===== config.mk =====
export PLATFORM = sky130hd
export DESIGN_NAME = h2u_convert
export DESIGN_NICKNAME = d
export VERILOG_FILES = /design/src/rtl/h2u_pkg.sv /design/src/rtl/h2u_rm_sel.sv /design/src/rtl/h2u_classify.sv /design/src/rtl/h2u_round.sv /design/src/rtl/h2u_convert.sv
export SDC_FILE = /design/constraint.sdc
export NUM_CORES = 1
export LEC_CHECK = 0
export BUFFER_PORTS_ARGS = -buffer_cell sky130_fd_sc_hd__clkbuf_2
export CORE_ASPECT_RATIO = 1.25
export CORE_UTILIZATION = 47
export DETAILED_ROUTE_END_ITERATION = 10
export GPL_ROUTABILITY_DRIVEN = 0
export PLACE_DENSITY = 0.76
export SLEW_MARGIN = 40
export SYNTH_ARGS = -nofsm -noshare
export SYNTH_HDL_FRONTEND = slang
export SYNTH_SLANG_ARGS = --single-unit

===== constraint.sdc =====
create_clock -name clk -period 1 [get_ports clk]
set_input_delay 0.1 -clock clk [delete_from_list [all_inputs] [get_ports clk]]
set_output_delay 0.1 -clock clk [all_outputs]
set_load 0.01 [all_outputs]

===== src/rtl/h2u_pkg.sv =====
package h2u_pkg;
    localparam int EXP_W     = 5;
    localparam int MAN_W     = 10;
    localparam int BIAS      = (1 << (EXP_W - 1)) - 1;
    localparam int FRAC_BITS = BIAS + MAN_W - 1;
    localparam int INT_W     = BIAS + 1;
    localparam int FIX_W     = FRAC_BITS + INT_W;
    localparam int IN_W      = 1 + EXP_W + MAN_W;
    localparam int RES_W     = 64;
    localparam int NARROW_W  = 32;

    typedef enum logic [1:0] {
        RM_NEAR = 2'b00,
        RM_DOWN = 2'b01,
        RM_UP   = 2'b10,
        RM_ZERO = 2'b11
    } rmode_e;

    typedef enum logic [2:0] {
        FC_ZERO,
        FC_SUB,
        FC_NORM,
        FC_INF,
        FC_NAN
    } fclass_e;
endpackage


===== src/rtl/h2u_rm_sel.sv =====
module h2u_rm_sel
    import h2u_pkg::*;
(
    input  logic [1:0] rc_ctl,
    input  logic [1:0] rc_ovr,
    input  logic       rc_ovr_en,
    input  logic       src_is_reg,
    input  logic       mode64,
    input  logic       opsize64,
    output rmode_e     rmode,
    output logic       wide
);
    logic use_ovr;

    always_comb begin
        use_ovr = rc_ovr_en & src_is_reg;
        rmode   = use_ovr ? rmode_e'(rc_ovr) : rmode_e'(rc_ctl);
        // Size bit only counts in 64-bit mode
        wide    = mode64 & opsize64;
    end
endmodule


===== src/rtl/h2u_classify.sv =====
module h2u_classify
    import h2u_pkg::*;
(
    input  logic [IN_W-1:0]  op_h,
    output fclass_e          cls,
    output logic             sign,
    output logic [FIX_W-1:0] fixed_v
);
    logic [EXP_W-1:0] expf;
    logic [MAN_W-1:0] manf;

    always_comb begin
        sign = op_h[IN_W-1];
        expf = op_h[IN_W-2 -: EXP_W];
        manf = op_h[MAN_W-1:0];
        if (expf == '1) begin
            cls = (manf == '0) ? FC_INF : FC_NAN;
        end else if (expf == '0) begin
            cls = (manf == '0) ? FC_ZERO : FC_SUB;
        end else begin
            cls = FC_NORM;
        end
    end

    // value * 2^FRAC_BITS is an exact integer for every finite input
    always_comb begin
        fixed_v = '0;
        unique case (cls)
            FC_SUB:  fixed_v = FIX_W'(manf);
            FC_NORM: fixed_v = FIX_W'({1'b1, manf}) << (expf - EXP_W'(1));
            FC_ZERO, FC_INF, FC_NAN: fixed_v = '0;
            default: fixed_v = '0;
        endcase
    end
endmodule


===== src/rtl/h2u_round.sv =====
module h2u_round
    import h2u_pkg::*;
(
    input  logic [FIX_W-1:0] fixed_v,
    input  logic             sign,
    input  rmode_e           rmode,
    output logic [INT_W:0]   mag,
    output logic             inexact
);
    logic [INT_W-1:0] int_part;
    logic             guard;
    logic             sticky;
    logic             up;

    always_comb begin
        int_part = fixed_v[FIX_W-1:FRAC_BITS];
        guard    = fixed_v[FRAC_BITS-1];
        sticky   = |fixed_v[FRAC_BITS-2:0];
        inexact  = guard | sticky;
        unique case (rmode)
            RM_NEAR: up = guard & (sticky | int_part[0]);
            RM_DOWN: up = sign & inexact;
            RM_UP:   up = ~sign & inexact;
            RM_ZERO: up = 1'b0;
            default: up = 1'b0;
        endcase
        mag = {1'b0, int_part} + (INT_W+1)'(up);
    end
endmodule


===== src/rtl/h2u_convert.sv =====
module h2u_convert
    import h2u_pkg::*;
(
    input  logic              clk,
    input  logic              rst_n,
    input  logic [IN_W-1:0]   op_h,
    input  logic [1:0]        rc_ctl,
    input  logic [1:0]        rc_ovr,
    input  logic              rc_ovr_en,
    input  logic              src_is_reg,
    input  logic              mode64,
    input  logic              opsize64,
    output logic [RES_W-1:0]  res,
    output logic              flag_inv,
    output logic              flag_prec
);
    localparam logic [RES_W-1:0] INDEF_W = '1;
    localparam logic [RES_W-1:0] INDEF_N =
        {{(RES_W-NARROW_W){1'b0}}, {NARROW_W{1'b1}}};

    rmode_e            rmode;
    logic              wide;
    fclass_e           cls;
    logic              sign;
    logic [FIX_W-1:0]  fixed_v;
    logic [INT_W:0]    mag;
    logic              inexact;
    logic              special;
    logic              inv_d;
    logic              prec_d;
    logic [RES_W-1:0]  res_d;

    h2u_rm_sel u_sel (
        .rc_ctl     (rc_ctl),
        .rc_ovr     (rc_ovr),
        .rc_ovr_en  (rc_ovr_en),
        .src_is_reg (src_is_reg),
        .mode64     (mode64),
        .opsize64   (opsize64),
        .rmode      (rmode),
        .wide       (wide)
    );

    h2u_classify u_cls (
        .op_h    (op_h),
        .cls     (cls),
        .sign    (sign),
        .fixed_v (fixed_v)
    );

    h2u_round u_rnd (
        .fixed_v (fixed_v),
        .sign    (sign),
        .rmode   (rmode),
        .mag     (mag),
        .inexact (inexact)
    );

    always_comb begin
        unique case (cls)
            FC_INF, FC_NAN:          special = 1'b1;
            FC_ZERO, FC_SUB, FC_NORM: special = 1'b0;
            default:                 special = 1'b1;
        endcase
        inv_d  = special | (sign & (mag != '0));
        prec_d = inexact & ~inv_d;
        if (inv_d) begin
            res_d = wide ? INDEF_W : INDEF_N;
        end else begin
            res_d = RES_W'(mag);
        end
    end

    always_ff @(posedge clk or negedge rst_n) begin
        if (!rst_n) begin
            res       <= '0;
            flag_inv  <= 1'b0;
            flag_prec <= 1'b0;
        end else begin
            res       <= res_d;
            flag_inv  <= inv_d;
            flag_prec <= prec_d;
        end
    end
endmodule


# Word-level counts from Yosys, hierarchy flattened
# Cells that the tools add are included.
dict set report totals {
  ff_bits 66
  input_bits 26
  out_inout_bits 66
  elab_cells 41
}
dict set report classes {
  n_addsub 2
  eq_ne 6
  shift 1
  mux 10
  n_bitwise 12
  reduce_logical 7
}
# cell n
set ops {}
lappend ops {{64-bit two-way mux} 2}
lappend ops {{40-bit case mux with 2 select lines} 1}
lappend ops {{11-bit by 5-bit left shift with 40-bit output} 1}
lappend ops {{23-bit OR reduction} 1}
lappend ops {{16-bit by 1-bit adder with 17-bit output} 1}
lappend ops {{17-bit nonzero test} 1}
lappend ops {{10-bit logical NOT} 1}
lappend ops {{3-bit two-way mux} 3}
lappend ops {{1-bit bitwise AND} 7}
lappend ops {{5-bit equality test (second input constant)} 1}
lappend ops {{5-bit logical NOT} 1}
lappend ops {{5-bit by 1-bit subtractor with 5-bit output (second input constant)} 1}
lappend ops {{2-bit equality test (second input constant)} 2}
lappend ops {{1-bit case mux with 4 select lines} 1}
lappend ops {{3-bit by 1-bit equality test with 1-bit output (second input constant)} 1}
lappend ops {{3-bit by 2-bit equality test with 1-bit output (second input constant)} 1}
lappend ops {{3-bit logical NOT} 1}
lappend ops {{1-bit bitwise OR} 3}
lappend ops {{3-bit OR reduction} 1}
lappend ops {{2-bit by 1-bit equality test with 1-bit output (second input constant)} 1}
lappend ops {{2-bit logical NOT} 1}
lappend ops {{1-bit two-way mux} 2}
lappend ops {{2-bit two-way mux} 1}
lappend ops {{1-bit inverter} 2}

# Logic depth before layout (Yosys ltp)
# Gate-level depths: netlist (run 1).
dict set report depth {
  depth_word 16
  depth_mapped 27
  ltp_nobuf 21
}

# Hierarchy
# From an unflattened synthesis (run 1), not the netlist that was laid out.
dict set report unflattened {
  cells_unflattened 361
  hier_area_um2 2834.0
}
# module n_inst cells_each area_each_um2 seq_area_each_um2
set by_module_without_submodules {}
lappend by_module_without_submodules {h2u_classify 1 171 1229.9 0.0}
lappend by_module_without_submodules {h2u_convert 1 121 1133.6 500.5}
lappend by_module_without_submodules {h2u_round 1 65 437.9 0.0}
lappend by_module_without_submodules {h2u_rm_sel 1 4 32.5 0.0}

# Worst setup path after synthesis (run 1)
# Ideal clock, no wire load.
dict set report synth_path {
  path_kind {input -> register}
  start {in op_h[10]}
  end {reg res[5]}
  setup_ps 124
  t_arrival_ps 4622
  t_required_ps 876
  slack_ps -3746
  path_stages 25
  path_buffers 6
  cell_sequence {buf_4 > inv_1 > buf_2 > ha_1 > buf_4 > buf_4 > buf_2 > mux2i_1 > mux4_2 > o311ai_0 > nor4_1 > a22oi_1 > o21a_1 > o21ai_0 > a21oi_1 > ha_1 > ha_1 > o211ai_1 > nor3_2 > nand4b_2 > mux2_4 > o211ai_2 > nand4_2 > buf_6 > a211o_1}
}
dict set report synth_between {
  elab_chain_len 14
  elab_cells_between_ends 24
  classes_between {2 x add/sub; 3 x eq/ne; 1 x shift; 6 x mux; 7 x bitwise; 5 x reduce/logical}
}
# item line
set synth_lines {}
lappend synth_lines {{from (decl)} h2u_convert.sv:6} ;# input logic [IN_W-1:0] op_h,
lappend synth_lines {{parallel branches: the longest is 12 deep, another holds 16-bit by 1-bit adder with 17-bit output} n/a}
lappend synth_lines {{1-bit bitwise OR *} h2u_convert.sv:65} ;# inv_d = special | (sign & (mag != '0));
lappend synth_lines {{net inv_d} h2u_convert.sv:29} ;# logic inv_d;
lappend synth_lines {{64-bit two-way mux *} h2u_convert.sv:67} ;# if (inv_d) begin
lappend synth_lines {{net res_d[5]} h2u_convert.sv:31} ;# logic [RES_W-1:0] res_d;
lappend synth_lines {{to (signal assigned)} h2u_convert.sv:80} ;# res <= res_d;
lappend synth_lines {{to (decl)} h2u_convert.sv:13} ;# output logic [RES_W-1:0] res,
# Mark *: on every way through the listed nets, which the timed path passes.

# Worst setup path in the final report (run 1)
dict set report layout_path {
  start {in op_h[10]}
  end {reg res[8]}
}
dict set report layout_between {
  elab_chain_len 14
  elab_cells_between_ends 24
  classes_between {2 x add/sub; 3 x eq/ne; 1 x shift; 6 x mux; 7 x bitwise; 5 x reduce/logical}
}
# item line
set layout_lines {}
lappend layout_lines {{parallel branches: the longest is 13 deep, another holds 16-bit by 1-bit adder with 17-bit output} n/a}
lappend layout_lines {{64-bit two-way mux *} h2u_convert.sv:67}
lappend layout_lines {{net res_d[8]} h2u_convert.sv:31}
# Marks and branches as above.

==> flow_summary.toml, run 1 <==
[routing]
drt-initial-drc-count = 269
remaining_drc_errors = 0
via_per_inst = 6.16
dr_vias = 3571
drt-wirelength-per-cell_um = 20.8
wirelength_um = 12000
drtPass1Iterations = 6
ant_nets = 0

[power_and_ir_drop]
clk_network_pwr_share_pct = 12.2
cell_internal_pwr_mw = 3.25
total_switching_power_mw = 2.10
p_leak_nw = 2.27
fin_total_pwr_mw = 5.35
max-vdd-ir-drop_uv = 570
power_frac_comb_pct = 68.3
sequentialPowerShare_pct = 19.5
power_per_cell_area_mw_per_mm2 = 1130
p_sw_share_pct = 39.2

[sta]
final_min_period_over_clock_period_pct = 446
transition_time_of_the_tightest_slew_check_pin_ns = 0.515
fmax_mhz = 224
final.setup.worst_slack_ns = -3.46
report.final.setup_viol = 68
min_period_ns = 4.46
whs_ns = 0.110
finalHoldViolCount = 0
setup_total_negative_slack_ns = -74.92
grt_setup_unrepaired = "true"
slew-limit-headroom_pct = 65.7
report.final.slew_viol_count = 0

[outcome]
violations_in_the_final_reports = "negative setup slack"
outcome = "finished, violations left"

[critical_path]
cp-startpoint = "op_h[10]"
critPathLaunchType = "primary input"
crit_path_max_fanout = 7
critPathCapture = "res[8]"
cp.required_ns = 1.11
worstSetupPathType = "in -> reg"
timing.critical_path.to_type = "flop"
data_arrival_at_the_endpoint_of_the_critical_path_ns = 4.57

[yosys]
count_of_warnings_emitted_by_yosys = 0
netlist_top_cells_area = "sky130_fd_sc_hd__dfrtp_1, sky130_fd_sc_hd__buf_4, sky130_fd_sc_hd__mux4_2"
synth-async-reset-ratio_pct = 100
ys_seq_elements = 20
sequential_area_share_after_synthesis_pct = 18.2
synth_top_cell_by_area = "sky130_fd_sc_hd__dfrtp_1"
syn_area_per_cell_um2 = 8.59
syn_nets = 353
syn_area_mm2 = 0.00275
number_of_enable_type_register_cells_in_the_synthesized_netlist = 0
synth-main-ff-cell = "sky130_fd_sc_hd__dfrtp_1"
postSynthCellCount = 320
netlist-cell-type-count = 69
area_share_of_the_leading_cell_type_in_the_synthesized_netlist_pct = 18.2

[grt]
grt_max_degree = 21
grt_pass1_wl_um = 14900
grt_usage_pct = 30.0
antenna_violations_before_repair = 0
grt_pass1_vias = 3246
grt.overflow.total = 0

[floorplan]
ioPinCount = 92
core_region_area_mm2 = 0.00552
floorplan.die.height_um = 87.5
die_x_um = 70.4
initial_core_util_pct = 49.8
die_area_mm2 = 0.00616
core.rowCount = 30

[flow_run]
maxCapViolations = 0

[cells_and_area]
postLayoutCoreUtil_pct = 86.1
fin_nets = 550
multi_input_logic_area_mm2 = 0.00199
area_delta_synth_final_pct = 73.0
final-seq-area_um2 = 505
final_layout_size_suffix_gt1_share_pct = 61.4
final_cells = 580
antenna_cells_inserted = 0
fin_area_mm2 = 0.00475
most-common-layout-cells = "sky130_fd_sc_hd__buf_4, sky130_fd_sc_hd__buf_6, sky130_fd_sc_hd__clkbuf_2"
fillCellCount = 246
layout_commonest_cell = "sky130_fd_sc_hd__buf_4"

[cts]
cts-root-to-sink-buffers = 2
clk_root_buffer_cell = "sky130_fd_sc_hd__clkbuf_8"
tritoncts.num_buffers = 3
cts.clk_slew.worst_paths_ns = 0.08
cts.sinks = 20
tritoncts_clock_tree = "yes"
cts_max_level = 1

[placement]
dp_worst_setup_slack_ns = -3.55
port_buffers = 91
hpwl_um = 6710
placed_area_mm2 = 0.00378
dp_cells = 531

[hold_path]
min-delay-path-class = "in -> reg"
[power by group through the flow]
stage	registers, mW	clock network, mW	logic, mW
after CTS	1.01	0.596	2.90
after floorplan	1.14	0	1.53
after global placement	1.05	0	2.43
final	1.04	0.655	3.65
after global routing	1.05	0.686	3.83
after detailed placement	1.05	0	2.50
[worst max-delay path, cell delays in order]
cell                       delay (ns)
sky130_fd_sc_hd__buf_8           0.08
sky130_fd_sc_hd__inv_6           0.04
sky130_fd_sc_hd__ha_4            0.31
sky130_fd_sc_hd__buf_6           0.13
sky130_fd_sc_hd__mux4_2          0.51
sky130_fd_sc_hd__o211a_1         0.16
sky130_fd_sc_hd__a31oi_2         0.18
sky130_fd_sc_hd__o21a_1          0.17
sky130_fd_sc_hd__and4_1          0.23
sky130_fd_sc_hd__a22oi_1         0.07
sky130_fd_sc_hd__o21a_1          0.22
sky130_fd_sc_hd__o21ai_1         0.22
sky130_fd_sc_hd__a21oi_2         0.09
sky130_fd_sc_hd__ha_4            0.19
sky130_fd_sc_hd__ha_4            0.16
sky130_fd_sc_hd__o211ai_1        0.12
sky130_fd_sc_hd__buf_4           0.17
sky130_fd_sc_hd__nor2_2          0.04
sky130_fd_sc_hd__and4b_1         0.22
sky130_fd_sc_hd__nor4_2          0.27
sky130_fd_sc_hd__a21o_1          0.24
sky130_fd_sc_hd__buf_4           0.14
sky130_fd_sc_hd__buf_6           0.09
sky130_fd_sc_hd__and3_4          0.22
sky130_fd_sc_hd__nand3_1         0.18
[cell usage after synthesis (3+ instances only)]
master and count:
sky130_fd_sc_hd__buf_6 3, sky130_fd_sc_hd__xor2_1 7, sky130_fd_sc_hd__mux4_2 7, sky130_fd_sc_hd__inv_1 8, sky130_fd_sc_hd__nor2_1 23, sky130_fd_sc_hd__ha_1 7, sky130_fd_sc_hd__dfrtp_1 20, sky130_fd_sc_hd__clkbuf_1 4
sky130_fd_sc_hd__a21oi_1 13, sky130_fd_sc_hd__nand4_1 6, sky130_fd_sc_hd__and2_1 3, sky130_fd_sc_hd__or3_1 4, sky130_fd_sc_hd__buf_2 5, sky130_fd_sc_hd__nor3_1 4, sky130_fd_sc_hd__nor4_1 4, sky130_fd_sc_hd__nand2_1 17
sky130_fd_sc_hd__o21a_1 5, sky130_fd_sc_hd__or2_2 3, sky130_fd_sc_hd__buf_4 50, sky130_fd_sc_hd__or2_1 5, sky130_fd_sc_hd__a21o_1 8, sky130_fd_sc_hd__nand3_1 22, sky130_fd_sc_hd__o21ai_0 14, sky130_fd_sc_hd__nand4b_1 3
sky130_fd_sc_hd__mux2i_1 15, sky130_fd_sc_hd__and3_1 4
[how the worst min path moves through the flow]
stage / start / to / slack [ns] / depth (start not counted)
floorplan: rst_n / flag_prec / -0.20 / 0
global placement: rst_n / res[12] / 0.06 / 1
detailed placement: rst_n / res[12] / 0.07 / 1
CTS: mode64 / res[62] / 0.11 / 2
global route: mode64 / res[62] / 0.1 / 2
finish: mode64 / res[62] / 0.11 / 2
[logic make-up (layout without fill, tap and decap cells)]
logic type / count (synthesis) / count (layout) / share of synthesized area (%)
multiplexers: 26 / 26 / 13.5
AND/OR/NAND/NOR: 118 / 118 / 25.0
adder cells (fa/ha/maj): 7 / 7 / 3.19
flip-flops: 20 / 20 / 18.2
XOR/XNOR: 10 / 10 / 3.46
buffers and inverters: 70 / 266 / 17.4
AO/OA/AOI/OAI: 69 / 69 / 19.2
[flip-flops by register name, summed over array words and instances, names as in the netlist]
name	flops
flag_prec	1
res	19
[final cells by class]
type	instances	area share, %
Timing Repair Buffer	254	43.9
Multi-Input combinational cell	230	41.8
Sequential cell	20	10.6
Tap cell	64	1.69
Clock buffer	4	1.16
Inverter	8	0.843
[metal layers]
layer / vias up / GRT usage [%] / share of wire [%]
li1: 1534 / - / -
met5: - / 0 / 0
met1: 1678 / 29.9 / 33
met4: 0 / 19.8 / 7.6
met2: 261 / 58.4 / 52
met3: 98 / 2.78 / 7.2
[what timing repair did]
item                       CTS  global route
setup endpoints to repair   68            68
hold buffers                 1             0
buffers inserted            35             7
resized for setup           26           127
hold endpoints to repair    20             0
gates cloned                 0             2
pin swaps                   20            20
Power figures use the tool's default switching activity.
==> run 2, diff against run 1 <==
SETUP_SLACK_MARGIN = 0.05   (was unset)
==> run 2 against run 1 <==
Against the previous run:
- utilization did not move
- non-clock buffer count did not move
- sequential power barely moved
- critical endpoint unchanged
- the flow still finishes with violations (negative setup slack)
- via count did not move
- cell area did not move
- combinational power barely moved
- clock power barely moved
- worst hold slack did not move
==> flow_summary.toml, run 2 (same netlist as run 1, synthesis figures left out) <==
[outcome]
outcome = "finished, violations left"
violations_in_the_final_reports = "negative setup slack"

[cells_and_area]
fin_nets = 550
final-seq-area_um2 = 505
reg.largest.list = "res: 19 flops, flag_prec: 1 flops"
antenna_cells_inserted = 0
final_layout_size_suffix_gt1_share_pct = 61.4
multi_input_logic_area_mm2 = 0.00199
largest-register = "res"
largest_reg_flops = 19
area_delta_synth_final_pct = 73.0
fillCellCount = 246
most-common-layout-cells = "sky130_fd_sc_hd__buf_4, sky130_fd_sc_hd__buf_6, sky130_fd_sc_hd__clkbuf_2"
final_cells = 580
layout_commonest_cell = "sky130_fd_sc_hd__buf_4"

[routing]
wirelength_um = 12000
drt-wirelength-per-cell_um = 20.8
remaining_drc_errors = 0
drt-initial-drc-count = 269
ant_nets = 0
drtPass1Iterations = 6
dr_vias = 3571
via_per_inst = 6.16

[grt]
grt_pass1_vias = 3246
grt_max_degree = 21
grt.overflow.total = 0
grt_usage_pct = 30.0
grt_pass1_wl_um = 14900
antenna_violations_before_repair = 0

[floorplan]
ioPinCount = 92
die_area_mm2 = 0.00616
core.rowCount = 30
floorplan.die.height_um = 87.5
initial_core_util_pct = 49.8
core_region_area_mm2 = 0.00552
die_x_um = 70.4

[sta]
fmax_mhz = 224
setup_total_negative_slack_ns = -74.92
transition_time_of_the_tightest_slew_check_pin_ns = 0.515
final_min_period_over_clock_period_pct = 446
finalHoldViolCount = 0
report.final.slew_viol_count = 0
slew-limit-headroom_pct = 65.7
min_period_ns = 4.46
grt_setup_unrepaired = "true"
final.setup.worst_slack_ns = -3.46
report.final.setup_viol = 68

[placement]
dp_cells = 531
hpwl_um = 6710
port_buffers = 91

[critical_path]
timing.critical_path.to_type = "flop"
critPathLaunchType = "primary input"
worstSetupPathType = "in -> reg"
data_arrival_at_the_endpoint_of_the_critical_path_ns = 4.57
crit_path_max_fanout = 7
cp.required_ns = 1.11

[cts]
tritoncts.num_buffers = 3
cts-root-to-sink-buffers = 2
tritoncts_clock_tree = "yes"
cts.sinks = 20
cts_max_level = 1
cts.clk_slew.worst_paths_ns = 0.08
clk_root_buffer_cell = "sky130_fd_sc_hd__clkbuf_8"

[power_and_ir_drop]
p_leak_nw = 2.27
fin_total_pwr_mw = 5.35
max-vdd-ir-drop_uv = 570
power_per_cell_area_mw_per_mm2 = 1130

[hold_path]
hold_path_depth = 2
hold_end = "res[62]"
min-delay-path-class = "in -> reg"
hp-start = "mode64"

[flow_run]
maxCapViolations = 0
[run 2: cell counts in the layout (fill, tap and decap cells not counted)]
Identical to the previous run, type by type.
[run 2: area by class of cell]
class	count	area share, %
repair buffers	254	43.9
multi-input cells	230	41.8
flip-flops and latches	20	10.6
well taps	64	1.69
clock buffers	4	1.16
inverters	8	0.843
[run 2: metal layers]
metal,part of all wire [%],global-route usage (%),up-vias
li1,-,-,1534
met2,52,58.4,261
met4,7.6,19.8,0
met1,33,29.9,1678
met3,7.2,2.78,98
met5,0,0,-
[run 2: power by group]
| group | internal, mW | leakage, nW | total [mW] | switching, mW |
|---|---|---|---|---|
| combinational | 1.94 | 2.02 | 3.65 | 1.71 |
| sequential | 0.961 | 0.219 | 1.04 | 0.0804 |
| clock | 0.352 | 0.0288 | 0.655 | 0.302 |
[run 2: worst max-delay path: stages]
cell                       delay [ns]
sky130_fd_sc_hd__buf_8           0.08
sky130_fd_sc_hd__inv_6           0.04
sky130_fd_sc_hd__ha_4            0.31
sky130_fd_sc_hd__buf_6           0.13
sky130_fd_sc_hd__mux4_2          0.51
sky130_fd_sc_hd__o211a_1         0.16
sky130_fd_sc_hd__a31oi_2         0.18
sky130_fd_sc_hd__o21a_1          0.17
sky130_fd_sc_hd__and4_1          0.23
sky130_fd_sc_hd__a22oi_1         0.07
sky130_fd_sc_hd__o21a_1          0.22
sky130_fd_sc_hd__o21ai_1         0.22
sky130_fd_sc_hd__a21oi_2         0.09
sky130_fd_sc_hd__ha_4            0.19
sky130_fd_sc_hd__ha_4            0.16
sky130_fd_sc_hd__o211ai_1        0.12
sky130_fd_sc_hd__buf_4           0.17
sky130_fd_sc_hd__nor2_2          0.04
sky130_fd_sc_hd__and4b_1         0.22
sky130_fd_sc_hd__nor4_2          0.27
sky130_fd_sc_hd__a21o_1          0.24
sky130_fd_sc_hd__buf_4           0.14
sky130_fd_sc_hd__buf_6           0.09
sky130_fd_sc_hd__and3_4          0.22
sky130_fd_sc_hd__nand3_1         0.18
[run 2: worst max-delay path by stage]
stage          startpoint  slack (ns)      end
2_1_floorplan    op_h[10]       -3.43   res[4]
6_report         op_h[10]       -3.46   res[8]
3_5_place_dp     op_h[11]       -3.55   res[5]
5_1_grt          op_h[11]       -3.66   res[8]
4_1_cts          op_h[11]       -3.20  res[14]
3_3_place_gp     op_h[11]       -3.41   res[4]
[run 2: what timing repair did]
item                                   CTS  global route
cloned                                   0             2
pin swaps                               20            20
gates resized for setup                 26           127
buffers inserted                        35             7
hold buffers                             1             0
endpoints found under the hold margin   20             0
setup endpoints to repair               68            68
[run 2: per-stage QoR]
step	util (%)	cell area [um^2]	setup WS, ns	hold slack (ns)
after floorplan	-	2850	-3.43	-0.196
after global placement	68.5	3780	-3.41	0.0559
after detailed placement	68.5	3780	-3.55	0.0663
after CTS	76.2	4210	-3.20	0.109
after global routing	86.1	4750	-3.66	0.0983
final	86.1	4750	-3.46	0.110
==> run 3, diff against run 2 <==
BUFFER_PORTS_ARGS = -buffer_cell sky130_fd_sc_hd__buf_2   (was -buffer_cell sky130_fd_sc_hd__clkbuf_2)
CAP_MARGIN = 20   (was unset)
==> run 3 against run 2 <==
Against the previous run:
- the flow still finishes with violations (negative setup slack)
- worst hold slack better by 0.053 ns
- via count rose by 2.2%
- die area is the same
- sequential cell count is the same
- wire length is 4.7% higher
- worst setup slack improved by 0.078 ns
- critical path depth decreased by 1
- critical path type unchanged
- critical endpoint is now res[2]
==> flow_summary.toml, run 3 (same netlist as run 1, synthesis figures left out) <==
[outcome]
outcome = "finished, violations left"
violations_in_the_final_reports = "negative setup slack"

[cells_and_area]
fin_nets = 545
final_layout_size_suffix_gt1_share_pct = 63.0
reg.largest.list = "res: 19 flops, flag_prec: 1 flops"
final_cells = 577
most-common-layout-cells = "sky130_fd_sc_hd__buf_4, sky130_fd_sc_hd__buf_6, sky130_fd_sc_hd__buf_2"
postLayoutCoreUtil_pct = 85.9
area_delta_synth_final_pct = 72.6
layout_commonest_cell = "sky130_fd_sc_hd__buf_4"
largest-register = "res"
largest_reg_flops = 19

[grt]
grt_pass1_vias = 3437
grt_max_degree = 21
antenna_violations_before_repair = 1
grt_usage_pct = 34.2
grt.overflow.total = 0
grt_pass1_wl_um = 16500

[sta]
transition_time_of_the_tightest_slew_check_pin_ns = 0.563
min_period_ns = 4.38
fmax_mhz = 228
grt_setup_unrepaired = "true"
final_min_period_over_clock_period_pct = 438
slew-limit-headroom_pct = 62.3
setup_total_negative_slack_ns = -70.82
final.setup.worst_slack_ns = -3.38
finalHoldViolCount = 0
report.final.slew_viol_count = 0
report.final.setup_viol = 68

[placement]
dp_worst_setup_slack_ns = -3.51
hpwl_um = 6750
port_buffers = 91
dp_cells = 532

[floorplan]
die_area_mm2 = 0.00616
core.rowCount = 30
die_x_um = 70.4
initial_core_util_pct = 49.8
core_region_area_mm2 = 0.00552
ioPinCount = 92
floorplan.die.height_um = 87.5

[critical_path]
crit_path_max_fanout = 7
critPathLaunchType = "primary input"
worstSetupPathType = "in -> reg"
worst_path_dominant_cell_family = "simple AND/OR/NAND/NOR gates"
timing.critical_path.to_type = "flop"
cp.required_ns = 1.11
timing.critical_path.slowest_cell_delay_ns = 0.41
critical-path-slowest-cell = "sky130_fd_sc_hd__mux4_2"
cp_cell_sequence = "buf_8, inv_6, ha_4, mux4_2, a22oi_2, a22o_1, or2_4, nand4b_1, nor4_1, a22oi_1, o21a_1, o21ai_1, a21oi_1, ha_2, ha_4, o211ai_1, buf_4, nor2_1, and4b_1, nor4_4, a21o_1, buf_4, and3_4, nand3_2"
critical_path.n_buffers_inverters = 4
data_arrival_at_the_endpoint_of_the_critical_path_ns = 4.50

[routing]
wirelength_um = 12600
remaining_drc_errors = 0
drt-initial-drc-count = 367
drtPass1Iterations = 5
dr_vias = 3650
via_per_inst = 6.33
drt-wirelength-per-cell_um = 21.8
ant_nets = 0

[power_and_ir_drop]
power_per_cell_area_mw_per_mm2 = 1120
fin_total_pwr_mw = 5.29
max-vdd-ir-drop_uv = 543
p_leak_nw = 2.28

[flow_run]
maxCapViolations = 0

[cts]
tritoncts_clock_tree = "yes"
tritoncts.num_buffers = 3
cts-root-to-sink-buffers = 2
clk_root_buffer_cell = "sky130_fd_sc_hd__clkbuf_8"
cts.sinks = 20
cts_max_level = 1
cts.clk_slew.worst_paths_ns = 0.07

[hold_path]
min-delay-path-class = "in -> reg"
-- run 3: per-layer routing --
metal	up-vias	wire length, um	track usage [%]
met1	1658	3890	31.1
met2	336	6390	68.8
met4	0	1320	22.9
met5	-	0	0
met3	137	1010	4.98
li1	1519	-	-
-- run 3: worst paths after layout --
path	from	endpoint	cells after the start	slack (ns)
setup / recovery	op_h[10]	res[2]	24	-3.38
min in group asynchronous	rst_n	res[3]	2	0.34
hold / removal	mode64	res[62]	2	0.16
max in group asynchronous	rst_n	res[31]	2	0.32
-- run 3: area by class of cell --
class | instances | area, um^2
Inverter | 8 | 35.0
Fill cell | 255 | 776
Sequential cell | 20 | 503
Clock buffer | 4 | 55.1
Multi-Input combinational cell | 230 | 2000
Tap cell | 64 | 80.1
Timing Repair Buffer | 249 | 2060
Antenna cell | 2 | 5.00
-- run 3: where the power goes --
group | switching [mW] | internal (mW) | leakage [nW]
Clock | 0.268 | 0.351 | 0.0288
Sequential | 0.0781 | 0.961 | 0.219
Combinational | 1.75 | 1.88 | 2.03
Total | 2.10 | 3.19 | 2.28
-- run 3: per-stage QoR --
step           hold WS [ns]  instance area (um^2)
6_report              0.163                  4740
5_1_grt               0.166                  4740
4_1_cts              0.0839                  4520
3_5_place_dp         0.0554                  3810
3_3_place_gp         0.0424                  3810
2_1_floorplan        -0.196                  2850
-- run 3: what timing repair did --
| item | 4_1_cts | 5_1_grt |
|---|---|---|
| resized for setup | 86 | 30 |
| gates cloned | 1 | 1 |
| hold endpoints to repair | 20 | 0 |
| hold buffers | 1 | 0 |
| pin swaps | 33 | 9 |
| endpoints found under the setup margin | 68 | 68 |
| setup buffers | 35 | 1 |
